==> src/rtl/lane_gate_pkg.sv <==
package lane_gate_pkg;

  typedef struct packed {
    logic los;   // qualified loss / low amplitude
    logic sqd;   // qualified squelch-defeat
    logic dis;   // qualified disable
  } lane_cond_t;

  function automatic logic squelch_req(input lane_cond_t c);
    return c.los && !c.sqd;
  endfunction

  function automatic logic lane_pass(input lane_cond_t c);
    return !c.dis && !squelch_req(c);
  endfunction

endpackage

==> src/rtl/lg_qual_timer.sv <==
module lg_qual_timer #(
  parameter int ASSERT_CYC   = 4,
  parameter int DEASSERT_CYC = 4
) (
  input  logic clk,
  input  logic rst,
  input  logic raw_i,
  output logic qual_o
);
  localparam int MAXC = (ASSERT_CYC > DEASSERT_CYC) ? ASSERT_CYC : DEASSERT_CYC;
  localparam int CW   = $clog2(MAXC + 1);

  logic [CW-1:0] cnt;
  logic [CW-1:0] lim;

  always_comb lim = qual_o ? CW'(DEASSERT_CYC - 1) : CW'(ASSERT_CYC - 1);

  always_ff @(posedge clk) begin
    if (rst) begin
      qual_o <= 1'b0;
      cnt    <= '0;
    end else if (raw_i == qual_o) begin
      cnt <= '0;
    end else if (cnt == lim) begin
      qual_o <= raw_i;
      cnt    <= '0;
    end else begin
      cnt <= cnt + 1'b1;
    end
  end
endmodule

==> src/rtl/lg_rx_lane.sv <==
module lg_rx_lane
  import lane_gate_pkg::*;
#(
  parameter int RX_SQ_CYC  = 4,
  parameter int RX_DIS_CYC = 4,
  parameter int SQD_CYC    = 4
) (
  input  logic clk,
  input  logic rst,
  input  logic los_i,
  input  logic sqd_i,
  input  logic dis_i,
  output logic en_o
);
  lane_cond_t c;

  lg_qual_timer #(.ASSERT_CYC(RX_SQ_CYC), .DEASSERT_CYC(RX_SQ_CYC)) u_los (
    .clk(clk), .rst(rst), .raw_i(los_i), .qual_o(c.los));
  lg_qual_timer #(.ASSERT_CYC(SQD_CYC), .DEASSERT_CYC(SQD_CYC)) u_sqd (
    .clk(clk), .rst(rst), .raw_i(sqd_i), .qual_o(c.sqd));
  lg_qual_timer #(.ASSERT_CYC(RX_DIS_CYC), .DEASSERT_CYC(RX_DIS_CYC)) u_dis (
    .clk(clk), .rst(rst), .raw_i(dis_i), .qual_o(c.dis));

  always_ff @(posedge clk) begin
    if (rst) en_o <= 1'b1;
    else     en_o <= lane_pass(c);
  end
endmodule

==> src/rtl/lg_tx_lane.sv <==
module lg_tx_lane
  import lane_gate_pkg::*;
#(
  parameter int TX_SQ_CYC   = 4,
  parameter int TX_OFF_CYC  = 4,
  parameter int TX_ON_CYC   = 4,
  parameter int SQD_CYC     = 4,
  parameter bit TX_FULL_OFF = 1'b0
) (
  input  logic clk,
  input  logic rst,
  input  logic lowamp_i,
  input  logic sqd_i,
  input  logic dis_i,
  input  logic clr_i,
  output logic en_o,
  output logic mute_o,
  output logic flag_o
);
  lane_cond_t c;
  logic en_nx, mute_nx;

  lg_qual_timer #(.ASSERT_CYC(TX_SQ_CYC), .DEASSERT_CYC(TX_SQ_CYC)) u_low (
    .clk(clk), .rst(rst), .raw_i(lowamp_i), .qual_o(c.los));
  lg_qual_timer #(.ASSERT_CYC(SQD_CYC), .DEASSERT_CYC(SQD_CYC)) u_sqd (
    .clk(clk), .rst(rst), .raw_i(sqd_i), .qual_o(c.sqd));
  lg_qual_timer #(.ASSERT_CYC(TX_OFF_CYC), .DEASSERT_CYC(TX_ON_CYC)) u_dis (
    .clk(clk), .rst(rst), .raw_i(dis_i), .qual_o(c.dis));

  generate
    if (TX_FULL_OFF) begin : g_full_off
      always_comb begin
        en_nx   = lane_pass(c);
        mute_nx = 1'b0;
      end
    end else begin : g_mute
      always_comb begin
        en_nx   = !c.dis;
        mute_nx = squelch_req(c) && !c.dis;
      end
    end
  endgenerate

  always_ff @(posedge clk) begin
    if (rst) begin
      en_o   <= 1'b1;
      mute_o <= 1'b0;
      flag_o <= 1'b0;
    end else begin
      en_o   <= en_nx;
      mute_o <= mute_nx;
      flag_o <= c.los || (flag_o && !clr_i);
    end
  end
endmodule

==> src/rtl/lane_gate_ctrl.sv <==
module lane_gate_ctrl #(
  parameter int LANES       = 4,
  parameter int RX_SQ_CYC   = 8000,
  parameter int TX_SQ_CYC   = 40000000,
  parameter int TX_OFF_CYC  = 10000000,
  parameter int TX_ON_CYC   = 40000000,
  parameter int RX_DIS_CYC  = 10000000,
  parameter int SQD_CYC     = 10000000,
  parameter bit TX_FULL_OFF = 1'b0
) (
  input  logic             clk,
  input  logic             rst,
  input  logic [LANES-1:0] rx_los_i,
  input  logic [LANES-1:0] tx_lowamp_i,
  input  logic [LANES-1:0] rx_sqd_i,
  input  logic [LANES-1:0] tx_sqd_i,
  input  logic [LANES-1:0] rx_dis_i,
  input  logic [LANES-1:0] tx_dis_i,
  input  logic [LANES-1:0] txlos_clr_i,
  output logic [LANES-1:0] rx_en_o,
  output logic [LANES-1:0] tx_en_o,
  output logic [LANES-1:0] tx_mute_o,
  output logic [LANES-1:0] txlos_flag_o
);
  generate
    for (genvar i = 0; i < LANES; i++) begin : g_lane
      lg_rx_lane #(
        .RX_SQ_CYC(RX_SQ_CYC), .RX_DIS_CYC(RX_DIS_CYC), .SQD_CYC(SQD_CYC)
      ) u_rx (
        .clk(clk), .rst(rst), .los_i(rx_los_i[i]), .sqd_i(rx_sqd_i[i]),
        .dis_i(rx_dis_i[i]), .en_o(rx_en_o[i]));

      lg_tx_lane #(
        .TX_SQ_CYC(TX_SQ_CYC), .TX_OFF_CYC(TX_OFF_CYC), .TX_ON_CYC(TX_ON_CYC),
        .SQD_CYC(SQD_CYC), .TX_FULL_OFF(TX_FULL_OFF)
      ) u_tx (
        .clk(clk), .rst(rst), .lowamp_i(tx_lowamp_i[i]), .sqd_i(tx_sqd_i[i]),
        .dis_i(tx_dis_i[i]), .clr_i(txlos_clr_i[i]), .en_o(tx_en_o[i]),
        .mute_o(tx_mute_o[i]), .flag_o(txlos_flag_o[i]));
    end
  endgenerate
endmodule

==> config.mk <==
export PLATFORM = sky130hd
export DESIGN_NAME = lane_gate_ctrl
export DESIGN_NICKNAME = d
export VERILOG_FILES = /design/src/rtl/lane_gate_pkg.sv /design/src/rtl/lg_qual_timer.sv /design/src/rtl/lg_rx_lane.sv /design/src/rtl/lg_tx_lane.sv /design/src/rtl/lane_gate_ctrl.sv
export SDC_FILE = /design/constraint.sdc
export NUM_CORES = 1
export LEC_CHECK = 0
export BUFFER_PORTS_ARGS = -buffer_cell sky130_fd_sc_hd__buf_2
export CAP_MARGIN = 5
export CORE_MARGIN = 8
export CORE_UTILIZATION = 30
export DETAILED_ROUTE_END_ITERATION = 8
export PLACE_DENSITY = 0.56
export SLEW_MARGIN = 5
export SYNTH_ARGS = -nofsm -noshare
export SYNTH_HDL_FRONTEND = slang
export SYNTH_SLANG_ARGS = --single-unit
export TNS_END_PERCENT = 1
==> constraint.sdc <==
create_clock -name clk -period 1.8 [get_ports clk]
set_input_delay 0.18 -clock clk [delete_from_list [all_inputs] [get_ports clk]]
set_output_delay 0.18 -clock clk [all_outputs]
set_load 0.1 [all_outputs]
## Word-level counts from Yosys, hierarchy flattened

Index checks and enable logic that the tools add are counted.

| storage, ports and cells | value |
|---|---|
| word-level logic and storage cells | 260 |
| output and inout port bits | 16 |
| flip-flop bits (word level) | 588 |
| input bits | 30 |

| cells by class | value |
|---|---|
| reductions and logical operators | 96 |
| bitwise operators | 24 |
| eq/ne operators | 48 |
| multiplexer cells | 4 |
| add/sub/neg operators | 24 |

Operators by type and width:

| operator | count |
|---|---|
| adder 24 x 1 -> 24 bit (second input constant) | 12 |
| == test 24 bit (second input constant) | 12 |
| adder 26 x 1 -> 26 bit (second input constant) | 8 |
| == test 26 bit | 4 |
| == test 26 bit (second input constant) | 4 |
| 2-to-1 mux 26 bit | 4 |
| OR reduction 3 bit | 24 |
| adder 13 x 1 -> 13 bit (second input constant) | 4 |
| == test 13 bit (second input constant) | 4 |
| AND reduction 2 bit | 24 |
| == test 1 bit | 24 |
| zero test 1 bit | 24 |
| NOT 1 bit | 24 |
| logical AND 1 bit | 20 |
| logical OR 1 bit | 4 |

## Depth between registers and ports, before layout

| logic depth | value |
|---|---|
| word-level depth | 4 |
| depth in mapped cells | 8 |
| gate-level depth less buffers | 6 |

## Modules after synthesis

A second synthesis with hierarchy kept.

| unflattened totals | value |
|---|---|
| cell total of the unflattened synthesis | 3,103 |
| area total of the unflattened synthesis | 27,501.4 um^2 |

Modules (own cells, without submodules):

| module | area each (um^2) | instances | seq. area each (um^2) | cells an instance |
|---|---|---|---|---|
| lg_qual_timer (g_lane[0].u_rx.u_dis ...) | 1,172.4 | 11 | 500.5 | 135 |
| lg_qual_timer (g_lane[0].u_tx.u_dis ...) | 1,301.2 | 4 | 540.5 | 146 |
| lg_qual_timer (g_lane[0].u_tx.u_low ...) | 1,256.2 | 4 | 540.5 | 144 |
| lg_qual_timer (g_lane[0].u_rx.u_los ...) | 675.6 | 4 | 280.3 | 70 |
| lg_qual_timer (g_lane[3].u_tx.u_sqd) | 1,162.4 | 1 | 500.5 | 134 |
| lg_tx_lane | 93.8 | 4 | 60.1 | 8 |
| lg_rx_lane | 33.8 | 4 | 20.0 | 3 |

## Least setup slack after synthesis

OpenSTA, ideal clock, no wires.

| path | value |
|---|---|
| path type | register to register |
| start | register g_lane[1].u_tx.u_low.cnt[0] |
| end | register g_lane[1].u_tx.u_low.cnt[15] |
| arrival | 1.864 ns |
| clock period less this slack | 1.978 ns |
| library setup time | 0.115 ns |
| path slack | -0.178 ns |
| required time | 1.685 ns |
| cell stages (with the launch flop) | 9 |
| path buffers | 2 |
| cell sequence | dfxtp_1 > ha_1 > nand2_1 > or4_1 > nor3_1 > or3_1 > buf_2 > buf_4 > nor2_1 |

| between the ends | value |
|---|---|
| longest elaborated chain between the ends | 2 |
| elaborated cells between the ends (all ways) | 3 |
| those cells by class | add/sub (1); eq/ne (1); reduce/logical (1) |

Ends and longest elaborated chain:

| what | RTL line | source |
|---|---|---|
| from (decl) | lg_qual_timer.sv:13 | `logic [CW-1:0] cnt;` |
| from (signal assigned) | lg_qual_timer.sv:28 | `cnt <= cnt + 1'b1;` |
| parallel branches: the longest is 2 deep, another holds adder 26 x 1 -> 26 bit | n/a |  |

Parallel ways; which one is timed is not known.
A chain may end at the register's enable or synchronous reset.

## Worst setup path after layout

| path | value |
|---|---|
| start | register g_lane[3].u_tx.u_dis.cnt[9] |
| end | register g_lane[3].u_tx.u_dis.cnt[23] |

| between the ends | value |
|---|---|
| longest elaborated chain between the ends | 2 |
| elaborated cells between the ends (all ways) | 3 |
| those cells by class | add/sub (1); eq/ne (1); reduce/logical (1) |

Ends and longest elaborated chain:

| what | RTL line |
|---|---|
| from (decl) | lg_qual_timer.sv:13 |
| from (signal assigned) | lg_qual_timer.sv:28 |
| parallel branches: the longest is 2 deep, another holds adder 26 x 1 -> 26 bit | n/a |

Parallel ways; which one is timed is not known.

==> results.env <==
PRE_CTS_SLACK_NS=-0.221
DRCVIOLATIONCOUNT=0
HOLD_PATH.CLASS='in -> reg'
NUM_ROWS=107
VIOLATIONS='setup timing'
FIN_CRIT_SH=1.06
SLEW_VIOLATIONS=0
DIE_HEIGHT_UM=310
AREA.GROWTH.SYNTH_TO_FINAL_PCT=25.1
DP_HPWL_UM=35800
UTILIZATION_AFTER_LAYOUT=0.379
TIMING.RR.START='g_lane[3].u_tx.u_dis.cnt[9]'
HOLD_START='rx_dis_i[0]'
NET_COUNT_SYNTH=3042
P_LEAK_uW=0.0113
TRITONCTS='done'
TOTALPOWERFINAL_uW=27300
TRACK_USAGE=0.111
FILLERS=8805
ROOT_BUFFER='clkbuf_16'
REGTOREGSETUPSLACK_NS=-0.10
FINCLKSKEW_NS=0.0168
CP.ARRIVAL_NS=2.38
YS_TYPES=54
POST_DETAILED_ROUTE_COUNT_OF_ANTENNA_VIOLATING_NETS=0
SYNTH_ENABLE_FLOP_CELLS=0
VIAS_PER_CELL=4.49
R2R.WORST_PATH.CELLS=6
CRITICAL_PATH_PEAK_FANOUT=20
IRDROPWORSTVDD_mV=0.647
SYN-INSTANCE-COUNT=2988
FINAL_HOLD_VIOS=0
FIRST_ITER_VIOLATIONS=905
DPL_CELL_AREA_UM2=29500
YS.FLOP_TYPE='dfxtp_1'
CTSLONGESTPATHBUFFERS=3
FINISH.CELL_COUNT_WITHOUT_FILLERS=4519
YS_WARN_COUNT=0
FLOORPLAN.CORE_AREA_UM2=85400
GRT_REMAINING_OVERFLOW=0
RSZ0062_AT_GRT='yes'
SEQUENTIAL_AREA_SHARE_AFTER_SYNTHESIS=0.455
ENDPOINT_TYPE_OF_THE_WORST_SETUP_PATH='flip-flop'
PORT_BUFFERS=45
CLOCK.FMAX_MHz=525
GRT_ANTENNA_BEFORE_REPAIR=0
FINISH.INSTANCE_AREA_UM2=32400
CTS.REPORTEDPATHS.CLKPINSLEW_NS=0.06
GP_CONGESTION=0.777
HTREE_NUM_LEVELS=3
WL_PER_CELL_UM=11.7
NUMPLACEDINSTANCES=4369
PIN_COUNT=46
MAX-CAP-VIOLATIONS=0
FINAL_SETUP_VIOLATION_COUNT=59
DRIVE_ABOVE_1_SHARE=0.162
POSTSYNTH.ASYNCRESETSHARE=0
TOTALWIRELENGTH_UM=53000
DIE_WIDTH_UM=310
CTS_BUFFERS=66
CRITICAL_PATH_REQUIRED_NS=2.28
START_UTIL=0.303
POWER_PER_CELL_AREA_nW_PER_UM2=843
DRT-PASS1-ITER-COUNT=5
SYN_AVG_CELL_AREA_UM2=8.67
LAYOUT_NETS=3377
WORSTSETUPSTARTPOINTTYPE='flip-flop'
SYN-CELL-AREA_UM2=25900
SLEW_HEADROOM=0.584
CAPTURING_POINT_OF_THE_WORST_REG2REG_PATH='g_lane[3].u_tx.u_dis.cnt[23]'
HOLD_END='g_lane[0].u_rx.u_dis.qual_o'
DIEAREA_UM2=96000
SETUP_CRIT_PATH_KIND='reg -> reg'
POST-ROUTE-MIN-PERIOD_NS=1.90
POSTSYNTHREGISTERBITS=588
GRT_PASS1_WL_UM=92300
CLOCK-SINKS=588
WORSTMARGINPINSLEW_NS=0.623
GRT_START_MAX_NET_PINS=43
STATUS='finished with violations'
FINAL.SETUP.WORST_SLACK_NS=-0.104
CLOCK_INSERTION_DELAY_WORST_SKEW_NS=0.59
DETAILROUTE.VIA_COUNT=20300
GRT_PASS1_VIAS=19700
MIN_DELAY_PATH_DEPTH=4
==> worst max-delay path: stages, from the launching register on <==
cell	delay (ns)
dfxtp_1	0.31
or4bb_1	0.52
nor4_2	0.32
o2111a_1	0.24
a211o_1	0.19
buf_12	0.16
nor2_1	0.06
==> how the worst max path moves through the flow <==
stage                                  from                            to  slack (ns)  cells past startpoint
6_report        g_lane[3].u_tx.u_dis.cnt[9]  g_lane[3].u_tx.u_dis.cnt[23]       -0.10                      6
2_1_floorplan   g_lane[0].u_tx.u_dis.qual_o  g_lane[0].u_tx.u_dis.cnt[19]       -0.13                      6
3_5_place_dp   g_lane[3].u_tx.u_dis.cnt[20]   g_lane[3].u_tx.u_dis.cnt[7]       -0.22                      6
3_3_place_gp   g_lane[3].u_tx.u_dis.cnt[20]  g_lane[3].u_tx.u_dis.cnt[15]       -0.17                      6
5_1_grt         g_lane[0].u_tx.u_dis.qual_o   g_lane[0].u_tx.u_dis.cnt[2]       -0.24                      6
4_1_cts        g_lane[3].u_tx.u_dis.cnt[10]  g_lane[3].u_tx.u_dis.cnt[23]       -0.14                      6
==> cell usage in the layout (no fill, tap or decap), drive strengths merged, types with 48 or more instances in the layout <==
master and instances:
nand2 185, and4 48, nor4 66, xor2 275
nand4 122, nor2 678, nor3 73, inv 75
dfxtp 588, xnor2 242, and3 84, clkbuf 95
nand3 221, buf 342
==> state kept, by name, indices dropped and copies added (netlist names) <==
signal and flops:
g_lane.u_rx.u_los.qual_o 4, g_lane.u_rx.u_dis.cnt 96, g_lane.u_rx.u_dis.qual_o 4, g_lane.u_rx.u_sqd.qual_o 4, g_lane.u_rx.en_o 4, g_lane.u_tx.en_o 4, g_lane.u_rx.u_sqd.cnt 96, g_lane.u_tx.flag_o 4
g_lane.u_tx.u_dis.qual_o 4, g_lane.u_tx.u_low.cnt 104, g_lane.u_tx.u_sqd.cnt 96, g_lane.u_rx.u_los.cnt 52, g_lane.u_tx.mute_o 4, g_lane.u_tx.u_low.qual_o 4, g_lane.u_tx.u_sqd.qual_o 4, g_lane.u_tx.u_dis.cnt 104
==> layer usage <==
layer  GRT usage  part of all wire
met1       0.149              0.50
met5           0                 0
met4      0.0331             0.026
met3      0.0239             0.033
met2       0.177              0.44
==> Yosys cell counts, types with 2 or more instances <==
cell | number | area (um2)
nor2_1 | 678 | 2540
dfxtp_1 | 588 | 11800
xor2_1 | 275 | 2410
xnor2_1 | 242 | 2120
nand3_1 | 221 | 1110
nand2_1 | 185 | 694
nand4_1 | 122 | 763
and3_1 | 84 | 526
nor3_1 | 73 | 365
inv_1 | 70 | 263
nor4_1 | 61 | 382
and4_1 | 48 | 420
clkbuf_1 | 42 | 158
buf_2 | 31 | 155
or3_1 | 30 | 188
nor4b_1 | 29 | 254
buf_4 | 24 | 180
ha_1 | 24 | 300
mux2i_1 | 23 | 230
and2_1 | 21 | 131
a21oi_1 | 13 | 65.1
or4_1 | 12 | 90.1
o21ai_0 | 10 | 50.1
nor4bb_1 | 8 | 80.1
or2_2 | 8 | 50.1
nand4b_1 | 7 | 61.3
nor2b_1 | 7 | 43.8
nor3b_1 | 7 | 52.6
nand2b_1 | 5 | 31.3
nor4_2 | 5 | 62.6
buf_6 | 4 | 45.0
or4b_1 | 4 | 40.0
buf_1 | 3 | 11.3
and4b_1 | 2 | 20.0
o2111a_1 | 2 | 22.5
or3b_2 | 2 | 17.5
==> report_power, final <==
| part | internal (uW) | leakage (uW) | switching, uW |
|---|---|---|---|
| logic | 290 | 0.00547 | 357 |
| clock network | 8070 | 0.00110 | 5470 |
| registers | 13100 | 0.00474 | 39.6 |
==> what timing repair did <==
action | in CTS | in global routing
hold buffers | 29 | 0
buffers inserted | 1 | 0
setup endpoints to repair | 178 | 495
pin swaps | 6 | 19
resized for setup | 12 | 70
endpoints found under the hold margin | 31 | 0
==> metrics by stage <==
stage / setup TNS, ns / hold WS, ns
after floorplan: -18.98 / 0.324
after global placement: -8.04 / 0.427
after detailed placement: -12.27 / 0.430
after CTS: -5.86 / 0.351
after global routing: -16.21 / 0.382
final: -4.65 / 0.389
==> area by class of cell <==
class                           count  area (um2)  area share
Antenna cell                        1        2.50   0.0000772
Clock buffer                       95        1930      0.0596
Clock inverter                     24         262     0.00807
Inverter                           70         263     0.00811
Multi-Input combinational cell   2226       13700       0.423
Sequential cell                   588       11800       0.364
Tap cell                         1144        1430      0.0442
Timing Repair Buffer              371        3020      0.0933
==> kinds of logic (layout without fill, tap and decap cells) <==
group           after synthesis  count (layout)  share of synthesized area
simple gates               1624            1624                      0.308
flops                       588             588                      0.455
xor+xnor                    517             517                      0.175
buf+inv                     174             560                     0.0314
compound gates               38              38                     0.0106
fa+ha+maj                    24              24                     0.0116
mux                          23              23                    0.00889
other cells                   0               1                          0
Power figures use the tool's default switching activity.
